File: config.mk
export PLATFORM = sky130hd
export DESIGN_NAME = ifx_msg_xfer
export DESIGN_NICKNAME = d
export VERILOG_FILES = /design/src/rtl/ifx_pkg.sv /design/src/rtl/ifx_obj_ram.sv /design/src/rtl/ifx_regset.sv /design/src/rtl/ifx_engine.sv /design/src/rtl/ifx_msg_xfer.sv
export SDC_FILE = /design/constraint.sdc
export NUM_CORES = 2
export LEC_CHECK = 0
export ABC_CLOCK_PERIOD_IN_PS = 8800
export BUFFER_PORTS_ARGS = -buffer_cell sky130_fd_sc_hd__buf_2
export CORE_ASPECT_RATIO = 1.25
export CORE_UTILIZATION = 25
export CTS_BUF_LIST = sky130_fd_sc_hd__clkbuf_16
export CTS_CLUSTER_DIAMETER = 150
export DETAILED_ROUTE_END_ITERATION = 16
export PLACE_DENSITY = 0.43
export SLEW_MARGIN = 20
export SYNTH_ARGS = -nofsm -noshare
export SYNTH_HDL_FRONTEND = slang
export SYNTH_SLANG_ARGS = --single-unit
export TNS_END_PERCENT = 30
File: constraint.sdc
create_clock -name clk -period 8.8 [get_ports clk]
set_input_delay 1.76 -clock clk [delete_from_list [all_inputs] [get_ports clk]]
set_output_delay 1.76 -clock clk [all_outputs]
set_load 0.01 [all_outputs]
File: src/rtl/ifx_pkg.sv
package ifx_pkg;
  localparam int REG_W      = 32;
  localparam int DATA_WORDS = 2;
  localparam int ST_BITS    = 4;
  localparam int DATA_W     = REG_W * DATA_WORDS;
  localparam int IDX_W      = 4;
  localparam logic [IDX_W-1:0] IDX_MASK = 4'd0;
  localparam logic [IDX_W-1:0] IDX_ARB  = 4'd1;
  localparam logic [IDX_W-1:0] IDX_CTRL = 4'd2;
  localparam logic [IDX_W-1:0] IDX_DAT0 = 4'd3;
  localparam logic [IDX_W-1:0] IDX_CMD  = IDX_W'(3 + DATA_WORDS);
  localparam logic [IDX_W-1:0] IDX_GLB  = 4'd15;
  localparam int DIR_BIT  = 16;
  localparam int BUSY_BIT = 31;

  typedef struct packed {
    logic [REG_W-1:0]       mask;
    logic [REG_W-1:0]       arb;
    logic [REG_W-1:ST_BITS] ctrl_cfg;
    logic [DATA_W-1:0]      data;
  } cfg_t;

  typedef enum logic [1:0] {ENG_IDLE, ENG_XFER, ENG_CAPT} eng_st_e;
endpackage

File: src/rtl/ifx_obj_ram.sv
module ifx_obj_ram
  import ifx_pkg::*;
#(
  parameter int NUM_OBJ = 16,
  localparam int OBJ_W = $clog2(NUM_OBJ)
) (
  input  logic               clk,
  input  logic               we_cfg,
  input  logic               we_st,
  input  logic [OBJ_W-1:0]   waddr,
  input  cfg_t               wcfg,
  input  logic [ST_BITS-1:0] wst,
  input  logic [OBJ_W-1:0]   raddr,
  output cfg_t               rcfg,
  output logic [ST_BITS-1:0] rst_bits
);
  cfg_t               cfg_mem [NUM_OBJ];
  logic [ST_BITS-1:0] st_mem  [NUM_OBJ];

  always_ff @(posedge clk) begin
    if (we_cfg) cfg_mem[waddr] <= wcfg;
    rcfg <= cfg_mem[raddr];
  end

  always_ff @(posedge clk) begin
    if (we_st) st_mem[waddr] <= wst;
    rst_bits <= st_mem[raddr];
  end
endmodule

File: src/rtl/ifx_regset.sv
module ifx_regset
  import ifx_pkg::*;
#(
  parameter int OBJ_W = 4
) (
  input  logic               clk,
  input  logic               rst,
  input  logic               wr_en,
  input  logic [IDX_W-1:0]   wr_idx,
  input  logic [REG_W-1:0]   wdata,
  input  logic [IDX_W-1:0]   rd_idx,
  output logic [REG_W-1:0]   rd_word,
  input  logic               done_i,
  input  logic               load_i,
  input  cfg_t               ld_cfg,
  input  logic [ST_BITS-1:0] ld_st,
  output logic               pend_o,
  output logic               dir_o,
  output logic [OBJ_W-1:0]   obj_o,
  output cfg_t               cfg_o,
  output logic [ST_BITS-1:0] st_o
);
  logic [REG_W-1:0]  mask_q, arb_q, ctrl_q;
  logic [DATA_W-1:0] data_q;
  logic              pend_q, dir_q;
  logic [OBJ_W-1:0]  obj_q;
  logic              cmd_wr;

  assign cmd_wr = wr_en && (wr_idx == IDX_CMD);

  always_ff @(posedge clk) begin
    if (rst) begin
      mask_q <= '0;
      arb_q  <= '0;
      ctrl_q <= '0;
      data_q <= '0;
      pend_q <= 1'b0;
      dir_q  <= 1'b0;
      obj_q  <= '0;
    end else begin
      if (load_i) begin
        mask_q <= ld_cfg.mask;
        arb_q  <= ld_cfg.arb;
        ctrl_q <= {ld_cfg.ctrl_cfg, ld_st};
        data_q <= ld_cfg.data;
      end else if (wr_en) begin
        if (wr_idx == IDX_MASK) mask_q <= wdata;
        if (wr_idx == IDX_ARB)  arb_q  <= wdata;
        if (wr_idx == IDX_CTRL) ctrl_q <= wdata;
        for (int i = 0; i < DATA_WORDS; i++)
          if (wr_idx == IDX_W'(3 + i)) data_q[i*REG_W +: REG_W] <= wdata;
      end
      if (done_i) begin
        pend_q <= 1'b0;
      end else if (cmd_wr && !pend_q) begin
        pend_q <= 1'b1;
        dir_q  <= wdata[DIR_BIT];
        obj_q  <= wdata[OBJ_W-1:0];
      end
    end
  end

  always_comb begin
    rd_word = '0;
    if (rd_idx == IDX_MASK) rd_word = mask_q;
    if (rd_idx == IDX_ARB)  rd_word = arb_q;
    if (rd_idx == IDX_CTRL) rd_word = ctrl_q;
    for (int i = 0; i < DATA_WORDS; i++)
      if (rd_idx == IDX_W'(3 + i)) rd_word = data_q[i*REG_W +: REG_W];
    if (rd_idx == IDX_CMD) begin
      rd_word[BUSY_BIT]  = pend_q;
      rd_word[DIR_BIT]   = dir_q;
      rd_word[OBJ_W-1:0] = obj_q;
    end
  end

  assign pend_o = pend_q;
  assign dir_o  = dir_q;
  assign obj_o  = obj_q;
  assign cfg_o  = '{mask: mask_q, arb: arb_q, ctrl_cfg: ctrl_q[REG_W-1:ST_BITS], data: data_q};
  assign st_o   = ctrl_q[ST_BITS-1:0];


  busy_ignore_chk: assert property (@(posedge clk) disable iff (rst)
    (cmd_wr && pend_q && !done_i) |=> (pend_q && $stable(obj_q) && $stable(dir_q)));
endmodule

File: src/rtl/ifx_engine.sv
module ifx_engine
  import ifx_pkg::*;
#(
  parameter int NUM_OBJ = 16,
  localparam int OBJ_W = $clog2(NUM_OBJ)
) (
  input  logic                         clk,
  input  logic                         rst,
  input  logic                         init,
  input  logic [1:0]                   pend,
  input  logic [1:0]                   dir,
  input  logic [1:0][OBJ_W-1:0]        obj,
  input  cfg_t [1:0]                   cfg_in,
  input  logic [1:0][ST_BITS-1:0]      st_in,
  output logic                         we_cfg,
  output logic                         we_st,
  output logic [OBJ_W-1:0]             waddr,
  output cfg_t                         wcfg,
  output logic [ST_BITS-1:0]           wst,
  output logic [OBJ_W-1:0]             raddr,
  output logic [1:0]                   done,
  output logic [1:0]                   load,
  output logic                         sweep_busy
);
  eng_st_e          st_q;
  logic             gsel_q, gdir_q;
  logic [OBJ_W-1:0] gobj_q;
  logic             sweep_q;
  logic [OBJ_W-1:0] swp_cnt_q;
  logic             go, gsel_d;

  assign go     = (st_q == ENG_IDLE) && !init && !sweep_q && (pend != 2'b00);
  assign gsel_d = ~pend[0];

  always_ff @(posedge clk) begin
    if (rst) begin
      st_q      <= ENG_IDLE;
      gsel_q    <= 1'b0;
      gdir_q    <= 1'b0;
      gobj_q    <= '0;
      sweep_q   <= 1'b1;
      swp_cnt_q <= '0;
    end else begin
      if (sweep_q) begin
        swp_cnt_q <= swp_cnt_q + 1'b1;
        if (swp_cnt_q == OBJ_W'(NUM_OBJ - 1)) sweep_q <= 1'b0;
      end
      case (st_q)
        ENG_IDLE: if (go) begin
          st_q   <= ENG_XFER;
          gsel_q <= gsel_d;
          gdir_q <= dir[gsel_d];
          gobj_q <= obj[gsel_d];
        end
        ENG_XFER: st_q <= gdir_q ? ENG_IDLE : ENG_CAPT;
        default:  st_q <= ENG_IDLE;
      endcase
    end
  end

  assign we_cfg = (st_q == ENG_XFER) && gdir_q;
  assign we_st  = we_cfg || sweep_q;
  assign waddr  = sweep_q ? swp_cnt_q : gobj_q;
  assign wcfg   = cfg_in[gsel_q];
  assign wst    = sweep_q ? '0 : st_in[gsel_q];
  assign raddr  = gobj_q;
  assign sweep_busy = sweep_q;

  always_comb begin
    done = 2'b00;
    load = 2'b00;
    if (we_cfg || st_q == ENG_CAPT) done[gsel_q] = 1'b1;
    if (st_q == ENG_CAPT)           load[gsel_q] = 1'b1;
  end


  one_done_chk: assert property (@(posedge clk) disable iff (rst) $onehot0(done));

  set0_first_chk: assert property (@(posedge clk) disable iff (rst)
    (go && pend == 2'b11) |=> (st_q == ENG_XFER && !gsel_q));

  init_idle_chk: assert property (@(posedge clk) disable iff (rst)
    (st_q == ENG_IDLE && init) |=> (st_q == ENG_IDLE));

  sweep_quiet_chk: assert property (@(posedge clk) disable iff (rst)
    sweep_q |-> (!we_cfg && st_q == ENG_IDLE));

  sweep_len_chk: assert property (@(posedge clk) disable iff (rst)
    $fell(sweep_q) |-> ($past(swp_cnt_q) == OBJ_W'(NUM_OBJ - 1)));
endmodule

File: src/rtl/ifx_msg_xfer.sv
module ifx_msg_xfer
  import ifx_pkg::*;
#(
  parameter int NUM_OBJ = 16,
  localparam int OBJ_W = $clog2(NUM_OBJ)
) (
  input  logic             clk,
  input  logic             rst,
  input  logic             host_wr,
  input  logic             host_rd,
  input  logic [4:0]       host_addr,
  input  logic [REG_W-1:0] host_wdata,
  output logic [REG_W-1:0] host_rdata,
  output logic [1:0]       if_busy,
  output logic             sweep_busy
);
  logic                    init_q;
  logic [REG_W-1:0]        rdata_q;
  logic [IDX_W-1:0]        idx;
  logic [1:0][REG_W-1:0]   rd_word;
  logic [1:0]              pend, dir, done, load;
  logic [1:0][OBJ_W-1:0]   obj;
  cfg_t [1:0]              cfg_set;
  logic [1:0][ST_BITS-1:0] st_set;
  logic                    we_cfg, we_st;
  logic [OBJ_W-1:0]        waddr, raddr;
  cfg_t                    wcfg, rcfg;
  logic [ST_BITS-1:0]      wst, rstat;
  logic                    glb_sel;

  assign idx     = host_addr[IDX_W-1:0];
  assign glb_sel = (idx == IDX_GLB);

  for (genvar s = 0; s < 2; s++) begin : g_set
    ifx_regset #(.OBJ_W(OBJ_W)) i_set (
      .clk    (clk),
      .rst    (rst),
      .wr_en  (host_wr && !glb_sel && (host_addr[4] == 1'(s))),
      .wr_idx (idx),
      .wdata  (host_wdata),
      .rd_idx (idx),
      .rd_word(rd_word[s]),
      .done_i (done[s]),
      .load_i (load[s]),
      .ld_cfg (rcfg),
      .ld_st  (rstat),
      .pend_o (pend[s]),
      .dir_o  (dir[s]),
      .obj_o  (obj[s]),
      .cfg_o  (cfg_set[s]),
      .st_o   (st_set[s])
    );
  end

  ifx_engine #(.NUM_OBJ(NUM_OBJ)) i_eng (
    .clk       (clk),
    .rst       (rst),
    .init      (init_q),
    .pend      (pend),
    .dir       (dir),
    .obj       (obj),
    .cfg_in    (cfg_set),
    .st_in     (st_set),
    .we_cfg    (we_cfg),
    .we_st     (we_st),
    .waddr     (waddr),
    .wcfg      (wcfg),
    .wst       (wst),
    .raddr     (raddr),
    .done      (done),
    .load      (load),
    .sweep_busy(sweep_busy)
  );

  ifx_obj_ram #(.NUM_OBJ(NUM_OBJ)) i_ram (
    .clk     (clk),
    .we_cfg  (we_cfg),
    .we_st   (we_st),
    .waddr   (waddr),
    .wcfg    (wcfg),
    .wst     (wst),
    .raddr   (raddr),
    .rcfg    (rcfg),
    .rst_bits(rstat)
  );

  always_ff @(posedge clk) begin
    if (rst) begin
      init_q  <= 1'b1;
      rdata_q <= '0;
    end else begin
      if (host_wr && glb_sel) init_q <= host_wdata[0];
      if (host_rd)
        rdata_q <= glb_sel ? {{(REG_W-2){1'b0}}, sweep_busy, init_q}
                           : rd_word[host_addr[4]];
    end
  end

  assign host_rdata = rdata_q;
  assign if_busy    = pend;


  rdata_hold_chk: assert property (@(posedge clk) disable iff (rst)
    !host_rd |=> $stable(host_rdata));
endmodule

# [Yosys cells after proc, flatten, opt, wreduce, memory -nomap -nowiden]
# Memory sizes are Yosys's and may differ from the RTL's. A register that Yosys moved wholly into a read port is not among the register bits.
# Cells that the tools add are included.
[word_totals] word_cells=158 mem_bits_rw=2560 inputBits=41 register_bits=378 memories=2
[mem_list] memory="i_ram.cfg_mem" words=16 width=156 rd=1 rd_ports_with_merged_regs=1 write_ports=1 line="ifx_obj_ram.sv:17" rtl="cfg_t cfg_mem [NUM_OBJ];"
[mem_list] memory="i_ram.st_mem" words=16 width=4 rd=1 rd_ports_with_merged_regs=1 write_ports=1 line="ifx_obj_ram.sv:18" rtl="logic [ST_BITS-1:0] st_mem [NUM_OBJ];"
[op_classes] magnitude_cmp=4 muxes=63 n_eq_ne=10 n_reduce_logical=50 addsub=1 bitwise_logic=4
[ops] cell="$mux 32" n=30
[ops] cell="$mux 156" n=2
[ops] cell="$mux 64" n=4
[ops] cell="$mux 4" n=8
[ops] cell="$reduce_and 2->1" n=13
[ops] cell="$reduce_bool 2->1" n=13
[ops] cell="$logic_and 1x1->1" n=13
[ops] cell="$mux 1" n=13
[ops] cell="$eq 4x2->1 const B" n=2
[ops] cell="$eq 4x3->1 const B" n=2
[ops] cell="$eq 4x4->1 const B" n=2
[ops] cell="$mux 2" n=4
[ops] cell="$lt 1x2->1 const B" n=3
[ops] cell="$logic_not 1->1" n=5
[ops] cell="$add 4x1->4 const B" n=1
[ops] cell="$eq 4x1->1 const B" n=1
[ops] cell="$logic_not 4->1" n=1
[ops] cell="$not 1->1" n=4
[ops] cell="$pmux 2 s2" n=1
[ops] cell="$reduce_or 2->1" n=2
[ops] cell="$eq 2x1->1 const B" n=1
[ops] cell="$eq 2x2->1 const B" n=1
[ops] cell="$logic_not 2->1" n=1
[ops] cell="$logic_or 1x1->1" n=2
[ops] cell="3 further kinds" n=3

# [Logic depth before layout (Yosys ltp)]
[depth] word_depth=10 depth_mapped=9 mapped_depth_nobuf=5

# [Hierarchy]
# A second synthesis with hierarchy kept.
[hier_totals] hier_cells=6967 area_unflattened_um2=121424.0
[modules_own_cells] module="ifx_obj_ram" n_inst=1 area_per_inst_um2=99563.0 cells_per_inst=4233
[modules_own_cells] module="ifx_regset" n_inst=2 area_per_inst_um2=8884.8 cells_per_inst=1164
[modules_own_cells] module="ifx_engine" n_inst=1 area_per_inst_um2=2590.0 cells_per_inst=249
[modules_own_cells] module="ifx_msg_xfer" n_inst=1 area_per_inst_um2=1501.4 cells_per_inst=157

# [Least setup slack after synthesis]
# Ideal clock, no wire load.
[synth_timing] path_kind="reg-to-reg" start="reg i_eng.gobj_q[0], in the netlist i_eng.raddr[0]" end="mem i_ram.cfg_mem[7][0] in the netlist's numbering (enable)" n_path_buf=4 path_stages_with_launch=10 period_less_slack_ns=8.851 slack_ns=-0.051 setup_time_ns=0.675 arrival_time_ns=8.177 path_cell_list="dfxtp_1 clkbuf_1 buf_2 buf_2 buf_2 nand2_1 nor2_1 a31oi_1 nand2b_1 nor2_1"
[synth_between] elab_chain_cells=1
[synth_rtl] item="start, declared" line="ifx_engine.sv:27" rtl="logic [OBJ_W-1:0] gobj_q;"
[synth_rtl] item="start signal, assigned" line="ifx_engine.sv:53" rtl="gobj_q <= obj[gsel_d];"
[synth_rtl] item="$mux 4" line="ifx_engine.sv:63" rtl="assign waddr = sweep_q ? swp_cnt_q : gobj_q;"
[synth_rtl] item="end, declared" line="ifx_obj_ram.sv:17"
# Every way passes these cells.

==> metrics.csv <==
metric,value,unit
cell repeated most along the worst path,buf_4,
hold_sp,host_rdata[2],
mux cell area share after synthesis,19.47,%
Die Y,778.8,um
Resize count post-CTS,0,
fin util,28.93,%
worst relative slew slack,19.75,%
unrepaired setup endpoints after global routing,no,
# clock sinks,3098,
crit path cell chain,"buf_4, buf_4, buf_4, mux4_2, mux4_2",
crit-path max FO,53,
average cell area after synthesis,19.25,um^2
Die Wd,623.5,um
Syn Nets,6312,
pin count of the biggest net entering global routing,111,
PwrDens,213.2,nW/um^2
DR WL/cell,28.31,um
Core Box Area,479700,um^2
Worst-Skew Late Latency,920,ps
Initial Util,25.16,%
post-synthesis cell area,120700,um^2
CTS max path bufs,4,
first-pass GRT wire length,513.7,mm
area added between synthesis and finish,14.99,%
xor-xnor portion of the synthesized cell area,0.02177,%
Netlist cell types,69,
Mapped Cells,6270,
CTS tree,done,
Pleak,0.04352,uW
crit-path max cell delay,950,ps
row cnt,284,
WP data arrival,5200,ps
Routability Congestion,0.7551,
Synth async-reset ratio,0,%
"commonest cells after routing, fill and taps aside","2560 x edfxtp_1, 751 x mux4_2, 533 x dfxtp_1",
Slew @ Worst Pin,1204,ps
number of flops mapped to enable cells by yosys,2560,
"Seq/Total Area, Yosys",72.62,%
final setup violation count,0,
Routed Antenna Nets,0,
I/O pin cnt,76,
drt pass-1 iters,5,
DRC viols,0,
minimum clock period,4423,ps
Post-Synth Adder-Cell Area,0.01037,%
Num CTS Buffers,312,
Vias/cell,4.774,
clk root buf,clkbuf_16,
initial antenna violation count,47,
Total GRT Usage,14.77,%
critical path capture point type,register,
setup TNS,0,ps
port bufs,75,
htree depth,5,
Critical Path RT,9580,ps
share of cells above drive strength 1,24.59,%
Crit path buffers/inverters,3,
CP startpoint kind,register,
max-slew violations,0,
status,"finished, final reports clean",
final hold violation count,0,
crit path launch,i_eng.raddr[1],
final worst-path cycle share,50.26,%
largest family of logic cells by synthesized area,multiplexers,
Main synth FF type,edfxtp_1,
postcts setup bufs,0,
critical path's top delay family,buffers and inverters,
Multi-input gate area,31260,um^2
Detailed Route WL,365.1,mm
Final HPWL DP,198.5,mm
critical path class,reg -> reg,
sequential cell area,87660,um^2
compound-gate portion of the synthesized area,3.986,%
Synth Area in Simple Gates,2.227,%
die area,485600,um^2
final hold slack,468.5,ps
overall power,29590,uW
Yosys Warn Count,0,
nets,6369,
Iteration-0 DRC Markers,4621,
vias in the first global route,64890,
worst clock skew,46.67,ps
"most common cell after layout, fill and taps aside",edfxtp_1,
# fillers,47070,
vias,61550,
"Slowest-stage cell, CP",dfxtp_4,
GR Overflow Total,0,
HP Class,reg -> reg,
Hold Buf Count CTS,0,
"CTS clk-pin slew, worst paths",70,ps
#FFs+latches synth,3098,
fmax,226.1,MHz
worst vdd ir,0.0001431,V
max-capacitance violation count,0,
FF-to-FF Start,i_eng.raddr[1],
## layer usage
layer	track usage, %	share of wire (%)
met3	2.095	4.7
met2	25.47	50
met5	0	0.019
met1	19.41	43
met4	3.899	2.6
## worst paths after layout
check	endpoint	slack, ps	depth (start not counted)
setup reg to reg	i_ram.rcfg[74]	4380	5
setup / recovery	i_ram.rcfg[74]	4380	5
hold / removal	host_rdata[2]	470	2
hold reg to reg	host_rdata[2]	470	2
## cells by family (layout without fill, tap and decap cells)
kind of cell               after synthesis  in the layout
and+or+nand+nor                        610            610
DFF                                   3098           3098
other                                    0             17
xor gates and xnor gates                 3              3
adders and majority gates                1              1
buffers and inverters                  475            790
AOI/OAI and AO/OA                      695            695
muxes                                 1388           1388
## sequential cells by signal, indices dropped and copies added (netlist names)
signal	cells
i_eng.gsel_q	1
g_set.i_set.dir_o	2
i_ram.cfg_mem	2496
i_ram.st_mem	64
i_ram.rcfg	156
host_rdata	32
g_set.i_set.mask_q	64
i_eng.swp_cnt_q	4
init_q	1
i_eng.sweep_busy	1
i_eng.gdir_q	1
g_set.i_set.pend_o	2
g_set.i_set.obj_o	8
i_ram.rst_bits	4
g_set.i_set.data_q	128
g_set.i_set.arb_q	64
i_eng.raddr	4
i_eng.st_q	2
g_set.i_set.ctrl_q	64
## synthesized netlist by cell type (all sizes together), types with 5 or more instances
cell type | number | area share [%]
a211oi | 414 | 2.6
a22oi | 9 | 0.056
a22o | 7 | 0.051
o221ai | 11 | 0.080
o32ai | 6 | 0.044
mux4 | 751 | 14
nor2 | 432 | 1.3
o41ai | 8 | 0.058
a211o | 5 | 0.036
edfxtp | 2560 | 64
clkbuf | 303 | 0.94
nand2 | 44 | 0.14
nand2b | 8 | 0.041
nand3 | 6 | 0.025
inv | 9 | 0.028
o22ai | 12 | 0.062
nor2b | 83 | 0.43
mux2i | 465 | 3.9
mux2 | 172 | 1.6
dfxtp | 538 | 8.9
a21o | 7 | 0.044
o21ai | 49 | 0.21
a21oi | 137 | 0.57
buf | 163 | 0.69
## cell type report
| class | instances | share of cell area [%] |
|---|---|---|
| multi-input cells | 2697 | 22.53 |
| repair buffers | 209 | 1.205 |
| inverters | 9 | 0.02434 |
| clock buffers | 317 | 5.716 |
| diodes | 17 | 0.03065 |
| clock inverters | 255 | 1.661 |
| well taps | 6292 | 5.673 |
| flip-flops and latches | 3098 | 63.16 |
## report_power, final
| part | internal [uW] | switching [uW] | total, uW | leakage (uW) |
|---|---|---|---|---|
| logic | 84.2 | 241 | 326 | 0.0102 |
| registers | 15700 | 29.0 | 15700 | 0.0281 |
| clock network | 7680 | 5870 | 13500 | 0.00526 |
| total | 23500 | 6140 | 29600 | 0.0435 |
## worst reg2reg max path: stages, from the launching register on
cell,delay (ps)
dfxtp_4,950
buf_4,890
buf_4,780
buf_4,730
mux4_2,450
mux4_2,490
## metrics by stage
| step | cell area (um^2) | setup slack [ps] | instances |
|---|---|---|---|
| after global placement | 128400 | 3643 | 12300 |
| after CTS | 138700 | 4217 | 12880 |
| after floorplan | 120700 | -51.17 | 6270 |
| after global routing | 138800 | 4140 | 12880 |
| after detailed placement | 128500 | 3828 | 12310 |
| final | 138800 | 4377 | 12890 |
Note: power is estimated with default switching activity, not from simulation.
